File: config.mk
export PLATFORM = sky130hd
export DESIGN_NAME = hline_timing
export DESIGN_NICKNAME = d
export VERILOG_FILES = /design/src/rtl/hlt_pkg.sv /design/src/rtl/hlt_cfg_latch.sv /design/src/rtl/hlt_counter.sv /design/src/rtl/hlt_decode.sv /design/src/rtl/hline_timing.sv
export SDC_FILE = /design/constraint.sdc
export NUM_CORES = 1
export LEC_CHECK = 0
export BUFFER_PORTS_ARGS = -buffer_cell sky130_fd_sc_hd__clkbuf_2
export CAP_MARGIN = 20
export CORE_MARGIN = 1
export CORE_UTILIZATION = 61
export DETAILED_ROUTE_END_ITERATION = 8
export PLACE_DENSITY = 0.81
export SYNTH_ARGS = -nofsm -noshare
export SYNTH_HDL_FRONTEND = slang
export SYNTH_SLANG_ARGS = --single-unit
File: constraint.sdc
create_clock -name clk -period 5.77 [get_ports clk]
set_clock_uncertainty 0.05 [all_clocks]
set_input_delay 0 -clock clk [delete_from_list [all_inputs] [get_ports clk]]
set_output_delay 0 -clock clk [all_outputs]
set_load 0.005 [all_outputs]
File: src/rtl/hlt_pkg.sv
// Package: shared widths, output-mode codes and the line configuration
// record. Assumes 8-pixel programming units; TV blanking adds a fixed tail.
package hlt_pkg;
    localparam int WID_W       = 7;
    localparam int BLK_W       = 6;
    localparam int SOFF_W      = 5;
    localparam int SWID_W      = 4;
    localparam int UNIT        = 8;
    localparam int NTSC_EXTRA  = 6;
    localparam int PAL_EXTRA   = 7;
    localparam int CRT_MIN_BLK = 3;
    localparam int MAX_LINE    = ((1 << WID_W) + (1 << BLK_W)) * UNIT;
    localparam int CNT_W       = $clog2(MAX_LINE + 1);

    typedef enum logic [1:0] {
        OUT_CRT  = 2'b00,
        OUT_NTSC = 2'b01,
        OUT_PAL  = 2'b10,
        OUT_PAL2 = 2'b11
    } out_mode_e;

    typedef struct packed {
        out_mode_e           mode;
        logic [WID_W-1:0]    width;
        logic [BLK_W-1:0]    blank;
        logic [SOFF_W-1:0]   soff;
        logic [SWID_W-1:0]   swid;
        logic                pol;
    } hcfg_t;

    // Active pixels of a line for a given configuration.
    function automatic logic [CNT_W-1:0] active_len(hcfg_t c);
        return CNT_W'((32'(c.width) + 1) * UNIT);
    endfunction

    // Blanking pixels of a line; the formula depends on the output mode.
    function automatic logic [CNT_W-1:0] blank_len(hcfg_t c);
        case (c.mode)
            OUT_CRT:  return CNT_W'((32'(c.blank) + 1) * UNIT);
            OUT_NTSC: return CNT_W'(32'(c.blank) * UNIT + NTSC_EXTRA);
            default:  return CNT_W'(32'(c.blank) * UNIT + PAL_EXTRA);
        endcase
    endfunction
endpackage

File: src/rtl/hlt_cfg_latch.sv
// Configuration shadow register. Captures the live inputs while reset is
// active and when the load strobe (line end) is high; holds otherwise.
module hlt_cfg_latch
    import hlt_pkg::*;
(
    input  logic  clk,
    input  logic  rst_n,
    input  logic  load_i,
    input  hcfg_t cfg_i,
    output hcfg_t cfg_o
);
    hcfg_t shadow_q;

    // Capture the next line's configuration only at a line boundary.
    always_ff @(posedge clk) begin
        if (!rst_n || load_i) begin
            shadow_q <= cfg_i;
        end
    end

    assign cfg_o = shadow_q;
endmodule

File: src/rtl/hlt_counter.sv
// Pixel counter. Counts 0..last_i and wraps. The run flag is held off during
// reset so that the first pixel after reset is pixel 0. Assumes last_i >= 1.
module hlt_counter
    import hlt_pkg::*;
(
    input  logic             clk,
    input  logic             rst_n,
    input  logic [CNT_W-1:0] last_i,
    output logic             run_o,
    output logic [CNT_W-1:0] cnt_o,
    output logic             end_o
);
    logic             run_q;
    logic [CNT_W-1:0] cnt_q;

    assign end_o = run_q && (cnt_q == last_i);

    // Advance the pixel position, restarting after the last pixel.
    always_ff @(posedge clk) begin
        if (!rst_n) begin
            run_q <= 1'b0;
            cnt_q <= '0;
        end else begin
            run_q <= 1'b1;
            if (!run_q || end_o) begin
                cnt_q <= '0;
            end else begin
                cnt_q <= cnt_q + 1'b1;
            end
        end
    end

    assign run_o = run_q;
    assign cnt_o = cnt_q;
endmodule

File: src/rtl/hlt_decode.sv
// Output decode. Turns the pixel position and the captured configuration
// into display enable, sync and the rule-violation flag. All outputs are
// inactive while run_i is low.
module hlt_decode
    import hlt_pkg::*;
(
    input  hcfg_t            cfg_i,
    input  logic             run_i,
    input  logic [CNT_W-1:0] cnt_i,
    output logic             de_o,
    output logic             hsync_o,
    output logic             err_o
);
    logic [CNT_W-1:0] act_len;
    logic [CNT_W:0]   sync_beg;
    logic [CNT_W:0]   sync_fin;
    logic             in_sync;
    logic             crt_short;
    logic             sync_overrun;

    // Region boundaries of the current line.
    always_comb begin
        act_len  = active_len(cfg_i);
        sync_beg = (CNT_W+1)'(32'(act_len) + 32'(cfg_i.soff) * UNIT);
        sync_fin = (CNT_W+1)'(32'(sync_beg) + (32'(cfg_i.swid) + 1) * UNIT);
    end

    // Region decode and polarity.
    always_comb begin
        de_o    = run_i && (cnt_i < act_len);
        in_sync = run_i && ((CNT_W+1)'(cnt_i) >= sync_beg)
                        && ((CNT_W+1)'(cnt_i) <  sync_fin);
        hsync_o = cfg_i.pol ? in_sync : !in_sync;
    end

    // Programming-rule checks on the captured fields.
    always_comb begin
        crt_short    = (cfg_i.mode == OUT_CRT) && (32'(cfg_i.blank) < CRT_MIN_BLK);
        sync_overrun = (32'(cfg_i.soff) + 32'(cfg_i.swid) + 2) > (32'(cfg_i.blank) + 1);
        err_o        = run_i && (crt_short || sync_overrun);
    end
endmodule

File: src/rtl/hline_timing.sv
// Top level: horizontal line timing generator. Captures the fields at the
// line boundary, counts pixels and decodes enable, sync, line end and error.
module hline_timing
    import hlt_pkg::*;
(
    input  logic              clk,
    input  logic              rst_n,
    input  logic [1:0]        mode_i,
    input  logic [WID_W-1:0]  width_i,
    input  logic [BLK_W-1:0]  blank_i,
    input  logic [SOFF_W-1:0] sync_off_i,
    input  logic [SWID_W-1:0] sync_wid_i,
    input  logic              sync_pol_i,
    output logic              de_o,
    output logic              line_end_o,
    output logic              hsync_o,
    output logic              cfg_err_o
);
    hcfg_t            live_cfg;
    hcfg_t            shadow;
    logic             run_q;
    logic [CNT_W-1:0] pix_cnt;
    logic [CNT_W-1:0] last_pix;

    // Pack the live inputs into one configuration record.
    always_comb begin
        live_cfg.mode  = out_mode_e'(mode_i);
        live_cfg.width = width_i;
        live_cfg.blank = blank_i;
        live_cfg.soff  = sync_off_i;
        live_cfg.swid  = sync_wid_i;
        live_cfg.pol   = sync_pol_i;
    end

    // Index of the last pixel of the current line.
    always_comb begin
        last_pix = active_len(shadow) + blank_len(shadow) - 1'b1;
    end

    hlt_cfg_latch u_latch (
        .clk    (clk),
        .rst_n  (rst_n),
        .load_i (line_end_o),
        .cfg_i  (live_cfg),
        .cfg_o  (shadow)
    );

    hlt_counter u_count (
        .clk    (clk),
        .rst_n  (rst_n),
        .last_i (last_pix),
        .run_o  (run_q),
        .cnt_o  (pix_cnt),
        .end_o  (line_end_o)
    );

    hlt_decode u_dec (
        .cfg_i   (shadow),
        .run_i   (run_q),
        .cnt_i   (pix_cnt),
        .de_o    (de_o),
        .hsync_o (hsync_o),
        .err_o   (cfg_err_o)
    );
endmodule

==> results.py <==
metrics = {
    "worst_setup_path": {
        "critPathLaunchType": "flop",
        "cp_max_fo": 7,
        "crit_arrival_ps": 4500,
        "worst_path_max_delay_cell": "edfxtp_1",
        "critPathMostFrequentCell": "ha_1",
        "path_cells": "ha_1 -> ha_1 -> a21o_1 -> a21oi_4 -> xnor2_1 -> ha_1 -> a21oi_1 -> o21ai_1 -> a21oi_1 -> nor2_1 -> xor2_1 -> ha_1 -> a21o_1 -> a21oi_1 -> o31ai_1 -> o41a_1 -> nor4_2 -> xnor2_1 -> clkbuf_2",
        "end_kind": "primary output",
        "cp.required_ps": 5720,
        "cp_slowest_stage_delay_ps": 520,
        "r2r_slack_ps": 1810,
        "worstSetupPathType": "flop to primary output",
    },
    "sta": {
        "max_freq_ghz": 0.2198,
        "hold_violations": 0,
        "final_max_slew_viol_count": 0,
        "relSlewSlack_pct": 62.39,
        "setup_violations": 0,
        "rsz0062_at_grt": "false",
        "worst_slew_pin_slew_ps": 563.3,
        "tns_ps": 0,
        "post-route-min-period_ps": 4550,
        "fin_crit_sh_pct": 78.85,
    },
    "placement": {
        "port_buffers": 30,
        "gp_congestion": 0.8835,
        "placed_cells": 463,
        "dpl.hpwl_mm": 5.790,
    },
    "finish": {
        "n_fill_cell": 376,
        "final_nets": 514,
        "finalNonFillerCells": 497,
        "num_antenna_cells": 0,
        "drive_gt1_share_pct": 12.71,
        "area_delta_synth_final_pct": 17.37,
    },
    "synth": {
        "synth_edf_count": 25,
        "ys_seq_area_share_pct": 28.42,
        "ys.flop_type": "edfxtp_1",
        "syn_avg_cell_area_sq_um": 9.606,
        "synth_area_leader_cell": "edfxtp_1",
        "synthDominantCellAreaShare_pct": 21.53,
        "ys_top_cells_by_count": "ha_1 (60), xnor2_1 (37), inv_1 (36), edfxtp_1 (25), nor2_1 (25)",
        "syn-num-nets": 453,
        "ys_seq_elements": 37,
        "synthesis.area_sq_um": 3487,
        "synth_area_leaders": "edfxtp_1 (22%), ha_1 (22%), xnor2_1 (9.3%), dfxtp_1 (6.9%), xor2_1 (5.5%)",
        "syn_inst": 363,
        "synth.most_common_cell": "ha_1",
        "synth_cell_type_count": 55,
        "synth_async_sr_flop_share_pct": 0,
        "yosys_warnings": 0,
    },
    "clocking": {
        "cts.sinks": 37,
        "cts_inserted_buffers": 5,
        "clock_latency_ps": 300,
        "cts_buffer_depth": 2,
        "cts_tree": "yes",
        "clockRootBuffer": "clkbuf_8",
        "cts_max_level": 2,
        "clk_pin_slew_worst_paths_ps": 80,
    },
    "pwr": {
        "total_leakage_power_nw": 1.801,
        "pwr-share-clk_pct": 24.7,
        "p_seq_share_pct": 34.3,
        "sw_frac_of_total_pct": 34.85,
        "switching_power_mw": 0.3165,
        "pwr-share-comb_pct": 41.0,
        "vdd.ir_drop.worst_mv": 0.2163,
        "powerDensity_nw_per_um2": 221.9,
        "p_int_mw": 0.5917,
    },
    "die": {
        "die_y_um": 77.61,
        "die_w_um": 77.61,
        "row_count": 27,
        "fp.coreArea_sq_um": 5507,
        "start_util_pct": 63.33,
        "die-area_sq_um": 6023,
        "boundaryPins": 31,
    },
    "route": {
        "routed_via_density": 5.787,
        "totalWireLength_mm": 8.290,
        "drtIter0Drc": 156,
        "antenna_left": 0,
        "vias": 2876,
        "remaining_drc_errors": 0,
        "drt_first_pass_iters": 4,
        "routedWlPerCell_um": 16.68,
    },
    "global_routing": {
        "grt_max_degree": 26,
        "grt_util_all_layers_pct": 30.01,
        "first_global_vias": 2964,
        "grt.overflow.total": 0,
        "grt_antenna_before_repair": 0,
        "grt_pass1_wl_mm": 13.86,
    },
    "outcome": {
        "status": "complete, no violations",
    },
    "run": {
        "maxCapViolCount": 0,
    },
    "worst_hold_path": {
        "hold_path.class": "primary input to flop",
    },
}
## final cells by class
type                    instances  area [sq um]  area share (%)
clock buffers                   7         107.6           2.629
clock inverters                 1         6.256          0.1529
inverters                      36         135.1           3.302
multi-input cells             287          2345           57.29
flip-flops and latches         37         991.0           24.21
well taps                      72         90.09           2.201
repair buffers                 57         417.9           10.21
## worst max-delay path: cells and delay by family, from the launching register on
kind	cells	cell delay, ps
and+or+nand+nor	2	360
DFF	1	520
AOI/OAI and AO/OA	9	1490
adders and majority gates	4	1250
xor gates and xnor gates	3	460
buffers and inverters	1	130
## routing by layer
metal  wire length (um)  track usage (%)  part of all wire, %
met4                180            10.75                  2.2
met3                491            4.471                  5.9
met1               3466            35.88                   42
met5                  0                0                    0
met2               4152            54.16                   50
## flip-flops by register name, summed over array words and instances (netlist names)
name and count:
u_count.cnt_o 11, u_latch.cfg_o 25, u_count.run_o 1
## power groups by stage
stage / registers [mW] / logic (mW) / clock network [mW]
6_report: 0.311 / 0.373 / 0.224
5_1_grt: 0.312 / 0.417 / 0.237
4_1_cts: 0.311 / 0.363 / 0.223
3_5_place_dp: 0.317 / 0.344 / 0
3_3_place_gp: 0.316 / 0.327 / 0
2_1_floorplan: 0.312 / 0.274 / 0
## through the flow
stage	area (sq um)	total power, mW	util (%)	hold WS [ps]	setup WS (ps)
after floorplan	3487	0.5855	-	-22.28	799.4
after global placement	3719	0.6433	67.53	105.5	1709
after detailed placement	3719	0.6605	67.53	109.4	1619
after CTS	4093	0.8973	74.32	345.5	1251
after global routing	4093	0.9666	74.32	365.2	979.6
final	4093	0.9082	74.32	358.2	1220
## cells by family after synthesis
kind of cell | count (synthesis) | synth area share [%]
xor gates and xnor gates | 61 | 15.97
adders and majority gates | 64 | 23.54
DFF | 37 | 28.42
buffers and inverters | 39 | 4.449
AOI/OAI and AO/OA | 69 | 13.31
and+or+nand+nor | 90 | 13.60
muxes | 2 | 0.6100
other | 1 | 0.1075
## path summary, 6_finish.rpt
kind / startpoint / to / depth (start not counted)
max: u_latch.cfg_o[16] / hsync_o / 19
min: rst_n / u_count.run_o / 2
max reg2reg: u_latch.cfg_o[24] / u_latch.cfg_o[11] / 12
min reg2reg: u_count.cnt_o[0] / u_count.cnt_o[0] / 1
## timing repair
item                       4_1_cts  5_1_grt
hold buffers                    26        0
gates resized for setup          0        0
hold endpoints to repair        26        0
buffers inserted                 0        0
setup endpoints to repair        0        0
## cells in the final DEF, fill, tap and decap left out, types with 6 or more instances in the layout
cell	instances
ha_1	60
nand3_1	17
o21a_1	11
dfxtp_1	12
xnor2_1	37
nand4_1	8
clkbuf_8	6
edfxtp_1	25
nor3_1	7
xor2_1	22
a21o_1	9
inv_1	36
clkbuf_2	30
nand2_1	12
a21oi_1	19
o21ai_0	11
dlygate4sd3_1	26
nor2_1	25
No activity file was read; power rests on OpenSTA's default activity.
